--- src/rtl/selpat_gen.sv ---
module selpat_gen #(
  parameter int              USER_W   = 16,
  parameter logic [USER_W-1:0] USER_RST = 16'hDEAD,
  parameter int              QRUN_MAX = 14
) (
  input  logic              clk,
  input  logic              rst,
  input  logic              sel_wr,
  input  logic [2:0]        sel_in,
  input  logic              inv_wr,
  input  logic              inv_in,
  input  logic              edge_wr,
  input  logic              edge_in,
  input  logic              user_wr,
  input  logic [USER_W-1:0] user_in,
  output logic              dout
);
  localparam int IDX_W = $clog2(USER_W);
  localparam logic [IDX_W-1:0] IDX_LAST = IDX_W'(USER_W - 1);
  localparam logic [2:0] SEL_P15  = 3'd0;
  localparam logic [2:0] SEL_P20  = 3'd1;
  localparam logic [2:0] SEL_QRS  = 3'd2;
  localparam logic [2:0] SEL_P23  = 3'd3;
  localparam logic [2:0] SEL_ALT  = 3'd4;
  localparam logic [2:0] SEL_ONE  = 3'd5;
  localparam logic [2:0] SEL_ZERO = 3'd6;

  logic [2:0]        sel_r;
  logic              inv_r, edge_r;
  logic [USER_W-1:0] user_r;
  logic [14:0]       p15;
  logic [19:0]       p20;
  logic [22:0]       p23;
  logic              alt_q;
  logic [IDX_W-1:0]  idx;
  logic              pos_q, neg_q, bit_raw;

  wire reload = sel_wr && (sel_in != sel_r);

  always_comb begin
    case (sel_r)
      SEL_P15:  bit_raw = p15[14];
      SEL_P20:  bit_raw = p20[19];
      SEL_QRS:  bit_raw = p20[19] | (p20[19:6] == '0);
      SEL_P23:  bit_raw = p23[22];
      SEL_ALT:  bit_raw = alt_q;
      SEL_ONE:  bit_raw = 1'b1;
      SEL_ZERO: bit_raw = 1'b0;
      default:  bit_raw = user_r[IDX_LAST - idx];
    endcase
  end

  always_ff @(posedge clk) begin
    if (rst) begin
      sel_r  <= SEL_P15;
      inv_r  <= 1'b0;
      edge_r <= 1'b1;
      user_r <= USER_RST;
      p15    <= '1;
      p20    <= '1;
      p23    <= '1;
      alt_q  <= 1'b0;
      idx    <= '0;
      pos_q  <= 1'b0;
    end else begin
      if (sel_wr)  sel_r  <= sel_in;
      if (inv_wr)  inv_r  <= inv_in;
      if (edge_wr) edge_r <= edge_in;
      if (user_wr) user_r <= user_in;
      pos_q <= bit_raw ^ inv_r;
      if (reload) begin
        p15   <= '1;
        p20   <= '1;
        p23   <= '1;
        alt_q <= 1'b0;
        idx   <= '0;
      end else begin
        p15   <= {p15[13:0], p15[14] ^ p15[13]};
        p20   <= {p20[18:0], p20[19] ^ p20[2]};
        p23   <= {p23[21:0], p23[22] ^ p23[17]};
        alt_q <= ~alt_q;
        idx   <= (idx == IDX_LAST) ? '0 : idx + 1'b1;
      end
    end
  end

  always_ff @(negedge clk) begin
    if (rst) neg_q <= 1'b0;
    else     neg_q <= pos_q;
  end

  assign dout = edge_r ? pos_q : neg_q;

  logic [4:0] zrun;
  always_ff @(posedge clk) begin
    if (rst || reload || sel_r != SEL_QRS) zrun <= '0;
    else if (!bit_raw)                     zrun <= zrun + 1'b1;
    else                                   zrun <= '0;
  end

  AST_RESET_VALUES: assert property (@(posedge clk)
    rst |=> (sel_r == SEL_P15 && !inv_r && edge_r && user_r == USER_RST && !pos_q));
  AST_LFSR_LIVE: assert property (@(posedge clk) disable iff (rst)
    (p15 != '0) && (p20 != '0) && (p23 != '0));
  AST_QRSS_RUN: assert property (@(posedge clk) disable iff (rst)
    zrun <= 5'(QRUN_MAX));
  AST_ALT_TOGGLE: assert property (@(posedge clk) disable iff (rst)
    (sel_r == SEL_ALT && !reload) |=> (bit_raw != $past(bit_raw)));
  AST_ONES_LEVEL: assert property (@(posedge clk) disable iff (rst)
    (sel_r == SEL_ONE && !inv_wr) |=> (pos_q == !inv_r));
  AST_ZERO_LEVEL: assert property (@(posedge clk) disable iff (rst)
    (sel_r == SEL_ZERO && !inv_wr) |=> (pos_q == inv_r));
  AST_USER_FIRST: assert property (@(posedge clk) disable iff (rst)
    (reload && sel_in == 3'd7) |=> (bit_raw == user_r[USER_W-1]));
endmodule

--- config.mk ---
export PLATFORM = sky130hd
export DESIGN_NAME = selpat_gen
export DESIGN_NICKNAME = d
export VERILOG_FILES = /design/src/rtl/selpat_gen.sv
export SDC_FILE = /design/constraint.sdc
export NUM_CORES = 1
export LEC_CHECK = 0
export ABC_AREA = 1
export BUFFER_PORTS_ARGS = -buffer_cell sky130_fd_sc_hd__buf_2
export CAP_MARGIN = 20
export CELL_PAD_IN_SITES_DETAIL_PLACEMENT = 2
export CELL_PAD_IN_SITES_GLOBAL_PLACEMENT = 2
export CORE_ASPECT_RATIO = 2
export CORE_MARGIN = 2
export CORE_UTILIZATION = 35
export CTS_CLUSTER_DIAMETER = 80
export DETAILED_ROUTE_END_ITERATION = 12
export GPL_ROUTABILITY_DRIVEN = 0
export PLACE_DENSITY = 0.74
export RECOVER_POWER = 100
export SLEW_MARGIN = 25
export SYNTH_ARGS = -nofsm -noshare
export SYNTH_HDL_FRONTEND = slang
export SYNTH_SLANG_ARGS = --single-unit
--- constraint.sdc ---
create_clock -name clk -period 2.05 [get_ports clk]
set_clock_uncertainty 0.2 [all_clocks]
set_input_delay 0.5125 -clock clk [delete_from_list [all_inputs] [get_ports clk]]
set_output_delay 0.5125 -clock clk [all_outputs]
set_load 0.005 [all_outputs]
Yosys cells after proc, flatten, opt, wreduce, memory -nomap -nowiden. Index checks and enable logic that the tools add are counted.

Multiplexer cells: 4. Bitwise gates (word level): 6. $add $sub $neg: 2. $lt $le $gt $ge: 1. Eq/ne operators: 8. Reductions and logical operators: 5.

Operators by type and width (number): 14-bit logical NOT (1); 3-bit equality test, second input constant (3); 1-bit one-hot mux with 7 select lines (1); 3-bit by 2-bit equality test with 1-bit output, second input constant (2); 4-bit by 5-bit < comparator with 1-bit output, second input constant (1); 4-bit by 1-bit adder with 4-bit output, second input constant (1); 1-bit binary-select mux with 4-bit select (1); 4-bit equality test, second input constant (1); 4-bit subtractor, first input constant (1); 1-bit bitwise XOR (4); 3-bit by 1-bit equality test with 1-bit output, second input constant (1); 3-bit logical NOT (1); 3-bit != test (1); 3-bit OR reduction (1); 1-bit two-way mux (2); 2-bit OR reduction (1); 1-bit logical AND (1); 1-bit inverter (1); 1-bit bitwise OR (1).

Input bits: 27. Register bits: 86. Logic and storage cells: 37. Output and inout bits: 1.

Longest topological paths before layout.
Word-level depth: 5. Gate-level depth with buffers: 12. Gate-level depth less buffers: 12.

==> flow_metrics.py <==
metrics = {
    "pwr": {
        "swShare_pct": 22.92,
        "total_net_switching_power_uw": 785.2,
        "static-leakage-power_uw": 0.001496,
        "p_clk_share_pct": 43.1,
        "max-vdd-ir-drop_mv": 0.6453,
        "cell_internal_pwr_uw": 2641,
        "cellPowerDensity_mw_per_mm2": 1015,
        "p_comb_share_pct": 5.8,
        "power_frac_seq_pct": 51.0,
    },
    "timing": {
        "slew_headroom_pct": 38.30,
        "rsz0062_at_grt": "true",
        "maxSlewViolCount": 0,
        "layout_setup_ws_ns": -0.5904,
        "hold_viol": 0,
        "fin_hold_ws_ns": 0.1718,
        "setup_viol_count_final": 1,
        "tightestPinTransition_ns": 0.9255,
    },
    "setup_path": {
        "reg2reg_slack_ns": 0.10,
        "critical_path_buf_inv_count": 1,
        "critical_path.max_fanout": 1,
        "cp_data_required_time_ns": 1.34,
        "cp_top_family": "flip-flops",
        "setup.worst_path.start_class": "flop",
        "worst_r2r_path_depth": 7,
        "timing.rr.start": "sel_r[1]",
        "r2r_end": "p20[17]",
        "worst_path_max_delay_cell": "sky130_fd_sc_hd__dfxtp_2",
        "cp_data_arrival_time_ns": 1.93,
        "worstSetupEndpointType": "output pin",
        "max_stage_delay_ns": 0.30,
        "timing_worst_setup_path_type": "reg2out",
        "timing.critical_path.cells": "nand2_1 > o21ai_1 > buf_2",
    },
    "floorplan": {
        "fp.coreArea_mm2": 0.007943,
        "initial_core_util_pct": 36.22,
        "die_width_um": 68.11,
        "vertical_die_dimension_um": 132.2,
        "io-pin-count": 28,
        "cell_rows": 46,
        "die_area_mm2": 0.009004,
    },
    "routing": {
        "starting_drt_drc_count": 25,
        "detail_route.wirelength_um": 6626,
        "dr_wl_met2_um": 3901,
        "met3RoutedLength_um": 206,
        "detail_route.vias_per_cell": 4.656,
        "highest-signal-layer": "met4",
        "detail_route.wl_per_cell_um": 14.44,
        "ant_nets": 0,
        "num_vias": 2137,
        "drt_drc": 0,
        "drt_pre_antenna_iters": 3,
        "wl_met1_um": 2413,
    },
    "cells_and_area": {
        "mostFrequentLayoutCell": "sky130_fd_sc_hd__dfxtp_1",
        "final_nets": 387,
        "antennaDiodeCount": 0,
        "final_area_mm2": 0.003377,
        "flow.area_growth_from_synthesis_pct": 17.40,
        "filler_cell_count": 907,
        "final_layout_size_suffix_gt1_share_pct": 22.31,
        "mostFrequentLayoutCells": "sky130_fd_sc_hd__dfxtp_1, sky130_fd_sc_hd__nand2_1, sky130_fd_sc_hd__or2_2",
    },
    "global_route": {
        "grt_first_pass_wirelength_um": 10980,
        "grt_max_degree": 50,
        "global_route.usage.total_pct": 16.62,
        "first_global_vias": 2423,
        "grt-ovfl-total": 0,
        "antenna_violations_before_repair": 0,
    },
    "place": {
        "preCtsSetupSlack_ns": -0.2000,
        "dp_hpwl_um": 4739,
        "placed_area_mm2": 0.003128,
        "placement.io_buffers": 27,
    },
    "min_path": {
        "whs_endpoint": "inv_r",
        "timing.hold.worst.class": "in2reg",
        "hp-start": "inv_wr",
        "whs_path_cells": 2,
    },
    "clocking": {
        "cts.path.max_buffers": 2,
        "numCtsBuffers": 9,
        "cts_htree_levels": 3,
        "cts_setup_buffers": 0,
        "clk_transition_reported_paths_ns": 0.06,
        "worstSkewPairLatency_ns": 0.33,
        "cts_tree": "yes",
        "clk_root_buffer_cell": "sky130_fd_sc_hd__clkbuf_16",
        "cts_sinks": 86,
    },
    "yosys": {
        "synth.avg_cell_area_um2": 8.824,
        "synth.yosys.warnings": 0,
        "synth.ff_latch_count": 86,
        "yosysUniqueCellTypes": 20,
        "seq_area_frac_synth_pct": 59.85,
        "area_of_the_mapped_netlist_mm2": 0.002877,
        "number_of_instances_in_the_synthesized_netlist": 326,
        "syn_nets": 354,
    },
    "flow_run": {
        "maxCapViolCount": 0,
    },
    "run_status": {
        "run_status": "complete, but fails checks",
        "violations": "negative setup slack",
    },
}
cells in the mapped netlist, drive strengths merged:
library cell	instances	area share [%]
dfxtp	86	60
nand2	71	9.3
or2	46	10
inv	28	3.7
nand3	27	4.7
nor2	25	3.3
o21ai	12	2.1
a21oi	7	1.2
clkbuf	7	0.91
buf	4	1.2
xnor2	4	1.2
xor2	4	1.2
ha	1	0.43
nand3b	1	0.26
nor3	1	0.17
o211ai	1	0.26
o31ai	1	0.26
state kept, by name, summed over array words and instances, names as in the netlist:
register  flops
pos_q         1
p15          15
neg_q         1
alt_q         1
edge_r        1
p20          20
user_r       16
p23          23
idx           4
sel_r         3
inv_r         1
worst register-to-register path, stage by stage (launching register included):
cell and delay (ns):
sky130_fd_sc_hd__dfxtp_1 0.37, sky130_fd_sc_hd__xor2_1 0.19, sky130_fd_sc_hd__o31ai_1 0.26, sky130_fd_sc_hd__nand2_1 0.08
sky130_fd_sc_hd__clkbuf_4 0.30, sky130_fd_sc_hd__inv_1 0.19, sky130_fd_sc_hd__buf_4 0.18, sky130_fd_sc_hd__nand2_1 0.06
logic make-up (layout without fill, tap and decap cells):
group                    after synthesis  after routing  share of synthesized area (%)
AND/OR/NAND/NOR                      171            171                          27.66
flip-flops                            86             86                          59.85
buffers and inverters                 39             76                          5.785
AO/OA/AOI/OAI                         21             21                          3.828
XOR/XNOR                               8              8                          2.436
adder cells (fa/ha/maj)                1              1                         0.4349
worst max path at each step:
stage	depth (start not counted)	slack, ns	to	from
finish	3	-0.59	dout	neg_q
global route	3	-0.66	dout	neg_q
CTS	3	-0.60	dout	neg_q
detailed placement	3	-0.20	dout	neg_q
global placement	3	-0.20	dout	neg_q
floorplan	2	-0.09	dout	neg_q
metrics by stage:
step	power (µW)	util (%)	setup TNS, ns	cells
final	3426	42.52	-0.5904	459
after global placement	1993	39.38	-0.1959	444
after global routing	3587	42.52	-1.790	459
after detailed placement	2004	39.38	-0.2260	444
after floorplan	1912	-	-0.08643	326
after CTS	3489	42.74	-0.6021	459
cell type report:
cell class                      count  area, µm²  area share (%)
Sequential cell                    86       1723           51.02
Tap cell                           96      120.1           3.557
Multi-Input combinational cell    201      988.4           29.27
Timing Repair Buffer               33      173.9           5.150
Clock buffer                       11      242.7           7.188
Inverter                           27      101.3           3.001
Clock inverter                      5      27.53          0.8151
what timing repair did:
| action | 4_1_cts | 5_1_grt |
|---|---|---|
| gates cloned | 0 | 0 |
| pin swaps | 0 | 0 |
| setup endpoints to repair | 1 | 1 |
| gates resized for setup | 0 | 1 |
| hold buffers | 0 | 0 |
per-layer routing:
layer,track usage [%],vias to the layer above
met1,15.74,1036
met2,31.18,28
li1,-,1064
met4,7.222,0
met5,0,-
met3,4.441,9
power by group through the flow:
| stage | sequential (µW) | clock, µW | combinational [µW] |
|---|---|---|---|
| after detailed placement | 1790 | 6.11 | 212 |
| after global placement | 1790 | 6.11 | 202 |
| after floorplan | 1770 | 6.11 | 132 |
| after CTS | 1750 | 1520 | 216 |
| final | 1750 | 1480 | 199 |
| after global routing | 1750 | 1600 | 233 |
(Power assumes the default switching activity.)
